**config.mk**
```make
export PLATFORM = sky130hd
export DESIGN_NAME = diff_pwm_channel
export DESIGN_NICKNAME = d
export VERILOG_FILES = /design/src/rtl/diff_pwm_pkg.sv /design/src/rtl/diff_pwm_ctrl.sv /design/src/rtl/diff_pwm_dp.sv /design/src/rtl/diff_pwm_channel.sv
export SDC_FILE = /design/constraint.sdc
export NUM_CORES = 1
export LEC_CHECK = 0
export ABC_AREA = 1
export BUFFER_PORTS_ARGS = -buffer_cell sky130_fd_sc_hd__buf_2
export CORE_ASPECT_RATIO = 1.5
export CORE_UTILIZATION = 50
export DETAILED_ROUTE_END_ITERATION = 8
export PLACE_DENSITY = 0.77
export SLEW_MARGIN = 25
export SYNTH_ARGS = -nofsm -noshare
export SYNTH_HDL_FRONTEND = slang
export SYNTH_SLANG_ARGS = --single-unit
export TNS_END_PERCENT = 10
```
**constraint.sdc**
```tcl
create_clock -name clk -period 3.8 [get_ports clk]
set_clock_uncertainty 0.2 [all_clocks]
set_input_delay 0.76 -clock clk [delete_from_list [all_inputs] [get_ports clk]]
set_output_delay 0.76 -clock clk [all_outputs]
set_load 0.01 [all_outputs]
```
**src/rtl/diff_pwm_pkg.sv**
```systemverilog
package diff_pwm_pkg;

  typedef enum logic [1:0] {
    MOD_AD   = 2'd0,
    MOD_BD   = 2'd1,
    MOD_TERN = 2'd2
  } mod_e;

  typedef enum logic [1:0] {
    ST_MUTE  = 2'd0,
    ST_DELAY = 2'd1,
    ST_RUN   = 2'd2
  } ctrl_st_e;

  // strobes from control to datapath
  typedef struct packed {
    logic run;   // outputs may switch this clock
    logic load;  // capture a new sample/config for the next period
  } pwm_strobe_t;

endpackage

```
**src/rtl/diff_pwm_ctrl.sv**
```systemverilog
module diff_pwm_ctrl
  import diff_pwm_pkg::*;
#(
  parameter int CNT_W   = 8,
  parameter int DLY_W   = 8,
  parameter int ERR_CYC = 5
) (
  input  logic              clk,
  input  logic              rstN,
  input  logic              hardMute,
  input  logic              bkndErrN,
  input  logic [DLY_W-1:0]  startDelay,
  output pwm_strobe_t       strobe,
  output logic [CNT_W-1:0]  cnt
);

  localparam int ERR_W = $clog2(ERR_CYC + 1);
  localparam logic [ERR_W-1:0] ERR_LIM  = ERR_W'(ERR_CYC);
  localparam logic [CNT_W-1:0] CNT_LAST = '1;

  ctrl_st_e         state;
  logic [DLY_W-1:0] dlyCnt;
  logic [ERR_W-1:0] errCnt;
  logic             stopNow;
  logic             delayDone;

  // fault filter: saturating count of consecutive low samples
  always_ff @(posedge clk or negedge rstN) begin
    if (!rstN) begin
      errCnt <= '0;
    end else if (bkndErrN) begin
      errCnt <= '0;
    end else if (errCnt != ERR_LIM) begin
      errCnt <= errCnt + 1'b1;
    end
  end

  assign stopNow   = hardMute || (errCnt == ERR_LIM);
  assign delayDone = (dlyCnt >= startDelay);

  always_comb begin
    strobe.run  = (state == ST_RUN) && !stopNow;
    strobe.load = 1'b0;
    if (!stopNow) begin
      case (state)
        ST_MUTE:  strobe.load = (startDelay == '0);
        ST_DELAY: strobe.load = delayDone;
        ST_RUN:   strobe.load = (cnt == CNT_LAST);
        default:  strobe.load = 1'b0;
      endcase
    end
  end

  always_ff @(posedge clk or negedge rstN) begin
    if (!rstN) begin
      state  <= ST_MUTE;
      cnt    <= '0;
      dlyCnt <= '0;
    end else if (stopNow) begin
      state  <= ST_MUTE;
      cnt    <= '0;
      dlyCnt <= '0;
    end else begin
      case (state)
        ST_MUTE: begin
          cnt <= '0;
          if (startDelay == '0) begin
            state <= ST_RUN;
          end else begin
            state  <= ST_DELAY;
            dlyCnt <= DLY_W'(1);
          end
        end
        ST_DELAY: begin
          if (delayDone) begin
            state <= ST_RUN;
            cnt   <= '0;
          end else begin
            dlyCnt <= dlyCnt + 1'b1;
          end
        end
        ST_RUN:  cnt <= cnt + 1'b1;
        default: state <= ST_MUTE;
      endcase
    end
  end

endmodule

```
**src/rtl/diff_pwm_dp.sv**
```systemverilog
module diff_pwm_dp
  import diff_pwm_pkg::*;
#(
  parameter int CNT_W = 8,
  parameter int LIM_W = 4
) (
  input  logic                    clk,
  input  logic                    rstN,
  input  pwm_strobe_t             strobe,
  input  logic [CNT_W-1:0]        cnt,
  input  logic signed [CNT_W-1:0] sample,
  input  logic                    ternEn,
  input  logic                    bdSel,
  input  logic [LIM_W-1:0]        limCode,
  output logic                    pwmP,
  output logic                    pwmM,
  output mod_e                    actMode
);

  localparam int WW     = CNT_W + 2;
  localparam int PERIOD = 1 << CNT_W;
  localparam int HALF   = PERIOD / 2;
  localparam int NLEG   = 2;

  typedef logic signed [WW-1:0] sw_t;

  localparam sw_t PERIOD_W = sw_t'(PERIOD);
  localparam sw_t HALF_W   = sw_t'(HALF);

  function automatic sw_t clampW(sw_t v, sw_t lo, sw_t hi);
    if (v < lo) return lo;
    if (v > hi) return hi;
    return v;
  endfunction

  mod_e          modeNext;
  mod_e          modeQ;
  sw_t           sx, minW, maxW, mag, twin;
  sw_t           wNext [NLEG];
  logic [NLEG-1:0] legOn;
  logic [WW-1:0] cntW;

  assign modeNext = ternEn ? MOD_TERN : (bdSel ? MOD_BD : MOD_AD);
  assign sx       = sw_t'(sample);
  assign minW     = (sw_t'(limCode) + sw_t'(1)) <<< 1;
  assign maxW     = PERIOD_W - minW;
  assign mag      = (sx < 0) ? -sx : sx;
  assign twin     = (mag <<< 1);
  assign cntW     = {2'b00, cnt};

  always_comb begin
    case (modeNext)
      MOD_BD: begin
        wNext[0] = clampW(HALF_W + sx, minW, maxW);
        wNext[1] = clampW(HALF_W - sx, minW, maxW);
      end
      MOD_TERN: begin
        wNext[0] = (sx > 0) ? ((twin > maxW) ? maxW : twin) : sw_t'(0);
        wNext[1] = (sx < 0) ? ((twin > maxW) ? maxW : twin) : sw_t'(0);
      end
      default: begin
        wNext[0] = clampW(HALF_W + sx, minW, maxW);
        wNext[1] = wNext[0];
      end
    endcase
  end

  always_ff @(posedge clk or negedge rstN) begin
    if (!rstN) begin
      modeQ <= MOD_AD;
    end else if (strobe.load) begin
      modeQ <= modeNext;
    end
  end

  // one width/start register pair and one window comparator per leg
  for (genvar g = 0; g < NLEG; g++) begin : g_leg
    logic [WW-1:0] wQ;
    logic [WW-1:0] loQ;

    always_ff @(posedge clk or negedge rstN) begin
      if (!rstN) begin
        wQ  <= '0;
        loQ <= '0;
      end else if (strobe.load) begin
        wQ  <= wNext[g];
        loQ <= (PERIOD_W - wNext[g]) >>> 1;
      end
    end

    assign legOn[g] = (cntW >= loQ) && (cntW < (loQ + wQ));
  end

  always_ff @(posedge clk or negedge rstN) begin
    if (!rstN) begin
      pwmP <= 1'b0;
      pwmM <= 1'b0;
    end else begin
      pwmP <= strobe.run && legOn[0];
      pwmM <= strobe.run && ((modeQ == MOD_AD) ? !legOn[0] : legOn[1]);
    end
  end

  assign actMode = modeQ;

endmodule

```
**src/rtl/diff_pwm_channel.sv**
```systemverilog
module diff_pwm_channel
  import diff_pwm_pkg::*;
#(
  parameter int CNT_W   = 8,
  parameter int DLY_W   = 8,
  parameter int LIM_W   = 4,
  parameter int ERR_CYC = 5
) (
  input  logic                    clk,
  input  logic                    rstN,
  input  logic                    hardMute,
  input  logic                    bkndErrN,
  input  logic                    ternEn,
  input  logic                    bdSel,
  input  logic [LIM_W-1:0]        limCode,
  input  logic [DLY_W-1:0]        startDelay,
  input  logic signed [CNT_W-1:0] sample,
  output logic                    pwmP,
  output logic                    pwmM
);

  pwm_strobe_t      strobe;
  logic [CNT_W-1:0] cnt;
  mod_e             actMode;

  diff_pwm_ctrl #(
    .CNT_W  (CNT_W),
    .DLY_W  (DLY_W),
    .ERR_CYC(ERR_CYC)
  ) u_ctrl (
    .clk       (clk),
    .rstN      (rstN),
    .hardMute  (hardMute),
    .bkndErrN  (bkndErrN),
    .startDelay(startDelay),
    .strobe    (strobe),
    .cnt       (cnt)
  );

  diff_pwm_dp #(
    .CNT_W(CNT_W),
    .LIM_W(LIM_W)
  ) u_dp (
    .clk    (clk),
    .rstN   (rstN),
    .strobe (strobe),
    .cnt    (cnt),
    .sample (sample),
    .ternEn (ternEn),
    .bdSel  (bdSel),
    .limCode(limCode),
    .pwmP   (pwmP),
    .pwmM   (pwmM),
    .actMode(actMode)
  );

endmodule

```
==> impl_metrics.prom <==
# TYPE chip_impl_metric gauge
chip_impl_metric{name="synthToLayoutAreaGrowth",unit="%"} 21.6
chip_impl_metric{name="crit_fanout",unit=""} 6
chip_impl_metric{name="top_level_ports",unit=""} 28
chip_impl_metric{name="die-width",unit="µm"} 96.3
chip_impl_info{name="r2r-end",value="u_dp.pwmM"} 1
chip_impl_metric{name="synth-compound-area-share",unit="%"} 11.3
chip_impl_info{name="highest_layer",value="met4"} 1
chip_impl_metric{name="path_clk_slew",unit="ps"} 60
chip_impl_metric{name="worstHoldPathCells",unit=""} 2
chip_impl_info{name="worst_hold_path_type",value="reg2reg"} 1
chip_impl_info{name="yosys.area.top_type",value="dfrtp_1"} 1
chip_impl_metric{name="cts_htree_levels",unit=""} 3
chip_impl_info{name="hold_start",value="u_dp.actMode[0]"} 1
chip_impl_metric{name="antenna_violations_before_repair",unit=""} 0
chip_impl_info{name="synth_most_common_cell",value="nand2_1"} 1
chip_impl_metric{name="drt_drc_violations_left",unit=""} 0
chip_impl_info{name="timing.rr.start",value="u_dp.g_leg[0].loQ[0]"} 1
chip_impl_metric{name="synth_sequential_area_ratio",unit="%"} 23.6
chip_impl_info{name="synth.area.top_cells",value="dfrtp_1 (24%), ha_1 (16%), nand2_1 (12%)"} 1
chip_impl_metric{name="ys.warnings.count",unit=""} 0
chip_impl_metric{name="slew_headroom",unit="%"} 45.2
chip_impl_metric{name="post_cts_hold_buffer_count",unit=""} 0
chip_impl_metric{name="synthMuxAreaShare",unit="%"} 0
chip_impl_metric{name="slew_violations",unit=""} 0
chip_impl_metric{name="total_leakage_power",unit="µW"} 0.00442
chip_impl_metric{name="timing.reg2reg.setup_slack",unit="ps"} 600
chip_impl_metric{name="post_cts_buffers",unit=""} 0
chip_impl_metric{name="insertion_delay",unit="ps"} 340
chip_impl_metric{name="finalCriticalPeriod",unit="ps"} 3600
chip_impl_metric{name="worstPathRequired",unit="ps"} 3820
chip_impl_metric{name="met1Wirelength",unit="µm"} 6510
chip_impl_info{name="largest_family_of_logic_cells_by_synthesized_area",value="simple AND/OR/NAND/NOR gates"} 1
chip_impl_metric{name="met2_wirelength",unit="µm"} 9580
chip_impl_metric{name="synth_simple_gate_area_share",unit="%"} 36.1
chip_impl_metric{name="achievable-frequency",unit="MHz"} 278
chip_impl_metric{name="layout.nets",unit=""} 1205
chip_impl_metric{name="finalWeightedCongestion",unit=""} 1.02
chip_impl_metric{name="grt_pass1_vias",unit=""} 6617
chip_impl_metric{name="totalPowerFinal",unit="µW"} 2640
chip_impl_metric{name="finalWirelength",unit="µm"} 18100
chip_impl_metric{name="synth_xor_area_share",unit="%"} 2.36
chip_impl_info{name="yosys_most_used_dff",value="dfrtp_1"} 1
chip_impl_metric{name="dp_hpwl",unit="µm"} 15000
chip_impl_metric{name="global_route_wire_length_before_repair",unit="µm"} 29900
chip_impl_info{name="tritoncts",value="done"} 1
chip_impl_metric{name="worstPathArrival",unit="ps"} 3630
chip_impl_metric{name="yosys_register_bits",unit=""} 63
chip_impl_metric{name="ir_worst_vdd",unit="mV"} 0.255
chip_impl_metric{name="rows",unit=""} 51
chip_impl_metric{name="place_inst",unit=""} 1238
chip_impl_metric{name="clock_sink_count",unit=""} 63
chip_impl_info{name="class_of_the_most_critical_setup_path",value="in2reg"} 1
chip_impl_metric{name="design.core.area",unit="µm²"} 13000
chip_impl_metric{name="final_critical_path_share_of_the_clock_period",unit="%"} 94.8
chip_impl_metric{name="syn_inst",unit=""} 961
chip_impl_metric{name="antennaDiodeCount",unit=""} 0
chip_impl_metric{name="reg2reg_depth",unit=""} 17
chip_impl_metric{name="count_of_instances_resized_after_the_clock_tree_is_built",unit=""} 0
chip_impl_metric{name="syn_area",unit="µm²"} 6670
chip_impl_metric{name="final-setup-viol-count",unit=""} 0
chip_impl_metric{name="grt_use_total",unit="%"} 28.3
chip_impl_metric{name="grt_max_degree",unit=""} 64
chip_impl_metric{name="adder_and_majority_gate_portion_of_the_synthesized_area",unit="%"} 16.9
chip_impl_metric{name="overall_via_count_from_detail_route",unit=""} 6684
chip_impl_metric{name="cts_made_buffers",unit=""} 9
chip_impl_metric{name="io_buffers",unit=""} 27
chip_impl_metric{name="initial_utilization",unit="%"} 51.2
chip_impl_info{name="ys_top_cells_by_count",value="nand2_1 (221), inv_1 (146), nand3_1 (107)"} 1
chip_impl_info{name="endpoint_of_the_worst_hold_path",value="u_dp.actMode[0]"} 1
chip_impl_metric{name="vias_per_cell",unit=""} 5.33
chip_impl_metric{name="synth_nets",unit=""} 1076
chip_impl_metric{name="drt_first_iter_violations",unit=""} 311
chip_impl_metric{name="1st_pass_router_iterations",unit=""} 6
chip_impl_metric{name="synth_edf_count",unit=""} 0
chip_impl_info{name="end_kind",value="register"} 1
chip_impl_info{name="ctsRootBufferMaster",value="clkbuf_16"} 1
chip_impl_metric{name="antenna_violating_nets_remaining",unit=""} 0
chip_impl_metric{name="ratio_of_total_power_to_cell_area",unit="nW/µm²"} 325
chip_impl_metric{name="drv_cap",unit=""} 0
chip_impl_metric{name="route.detailed.wl_per_inst",unit="µm"} 14.4
chip_impl_metric{name="wl_met3",unit="µm"} 534
chip_impl_info{name="grt_setup_unrepaired",value="yes"} 1
chip_impl_info{name="worstSetupStartpointType",value="input pin"} 1
chip_impl_metric{name="timing.final.hold_violations",unit=""} 0
chip_impl_metric{name="die_area",unit="µm²"} 13800
chip_impl_metric{name="netlist.area_leader.share",unit="%"} 23.6
chip_impl_info{name="status",value="finished, final reports clean"} 1
chip_impl_metric{name="async_flop_share",unit="%"} 100
chip_impl_metric{name="die_height",unit="µm"} 143
chip_impl_metric{name="max-clock-path-buffers",unit=""} 2
chip_impl_metric{name="syn_avg_cell_area",unit="µm²"} 6.94
chip_impl_metric{name="post_synth_num_cell_types",unit=""} 47
chip_impl_metric{name="fraction_of_final_layout_cells_with_drive_strength_greater_than_1",unit="%"} 21.6
chip_impl_metric{name="transition_time_at_the_pin_with_the_least_slew_margin",unit="ps"} 822
chip_impl_metric{name="non_filler_instance_count_after_layout",unit=""} 1254
chip_impl_metric{name="total_congestion_overflow_after_global_routing",unit=""} 0
## worst max-delay path: stages
cell and delay [ps]:
buf_2 120, ha_4 250, nor2_4 100, inv_2 50, nor2_4 100, nand3_2 90, nor2_4 150, inv_2 80
ha_1 290, nand2_2 70, nor2_4 160, nand3_2 110, nand3_4 120, buf_4 140, nand3_1 80, nand3_1 190
nand2_1 110, buf_4 150, nor2_1 170, nand4_1 130, nand3_1 100, nand2_1 60
## sequential cells by signal, summed over array words and instances, names as in the netlist
signal	flops
u_ctrl.cnt	8
u_ctrl.dlyCnt	8
u_ctrl.errCnt	3
u_ctrl.state	2
u_dp.actMode	2
u_dp.g_leg.loQ	18
u_dp.g_leg.wQ	20
u_dp.pwmM	1
u_dp.pwmP	1
## metal layers
| layer | global-route usage, % | vias up |
|---|---|---|
| li1 | - | 3423 |
| met1 | 27.8 | 3024 |
| met2 | 52.4 | 155 |
| met3 | 3.65 | 82 |
| met4 | 21.1 | 0 |
| met5 | 0 | - |
## how the worst max path moves through the flow
stage	from	to	slack (ps)	cells past startpoint
floorplan	limCode[0]	u_dp.g_leg[1].loQ[5]	30	26
global placement	sample[2]	u_dp.g_leg[1].loQ[5]	-300	22
detailed placement	sample[2]	u_dp.g_leg[1].loQ[5]	-320	22
CTS	sample[2]	u_dp.g_leg[1].loQ[5]	30	22
global route	limCode[0]	u_dp.g_leg[1].loQ[5]	-50	30
finish	limCode[0]	u_dp.g_leg[0].loQ[7]	200	22
## power breakdown
group | switching [µW] | total [µW] | internal, µW
Sequential | 58.8 | 805 | 746
Combinational | 613 | 1060 | 448
Clock | 313 | 773 | 460
Total | 985 | 2640 | 1650
## cell type report
| cell class | instances | area (µm²) |
|---|---|---|
| fillers | 1189 | 4910 |
| multi-input cells | 729 | 4560 |
| flip-flops and latches | 63 | 1580 |
| repair buffers | 129 | 901 |
| inverters | 158 | 593 |
| clock buffers | 10 | 239 |
| well taps | 159 | 199 |
| clock inverters | 6 | 45.0 |
## kinds of logic after synthesis
logic type	count (synthesis)
compound gates	133
xor+xnor	18
fa+ha+maj	89
buf+inv	169
flops	63
simple gates	489
## cells in the final DEF, fill, tap and decap left out, types with 6 or more instances in the layout
| master | count |
|---|---|
| clkbuf_16 | 9 |
| dfrtp_1 | 63 |
| nand2_2 | 14 |
| o21a_1 | 9 |
| nand2_1 | 220 |
| a21o_1 | 6 |
| o21ai_1 | 12 |
| nor3_1 | 13 |
| nor2_2 | 10 |
| nor2_4 | 9 |
| xor2_1 | 9 |
| nor2_1 | 66 |
| buf_2 | 27 |
| inv_2 | 12 |
| o21ai_0 | 44 |
| a21oi_1 | 38 |
| nand3_2 | 18 |
| nand2_4 | 8 |
| nand4_1 | 13 |
| nand3_1 | 101 |
| buf_4 | 102 |
| xnor2_1 | 9 |
| ha_1 | 83 |
| inv_1 | 144 |
## through the flow
stage          cell area [µm²]  setup TNS (ps)  setup slack [ps]  util, %  hold slack [ps]
5_1_grt                   8110           -88.0             -45.5     62.3              320
4_1_cts                   8040               0              26.3     61.8              294
6_report                  8110               0               198     62.3              290
2_1_floorplan             6710               0              34.7        -              253
3_5_place_dp              7760           -4010              -319     59.6              280
3_3_place_gp              7760           -3860              -296     59.6              269
(Power assumes the default switching activity.)
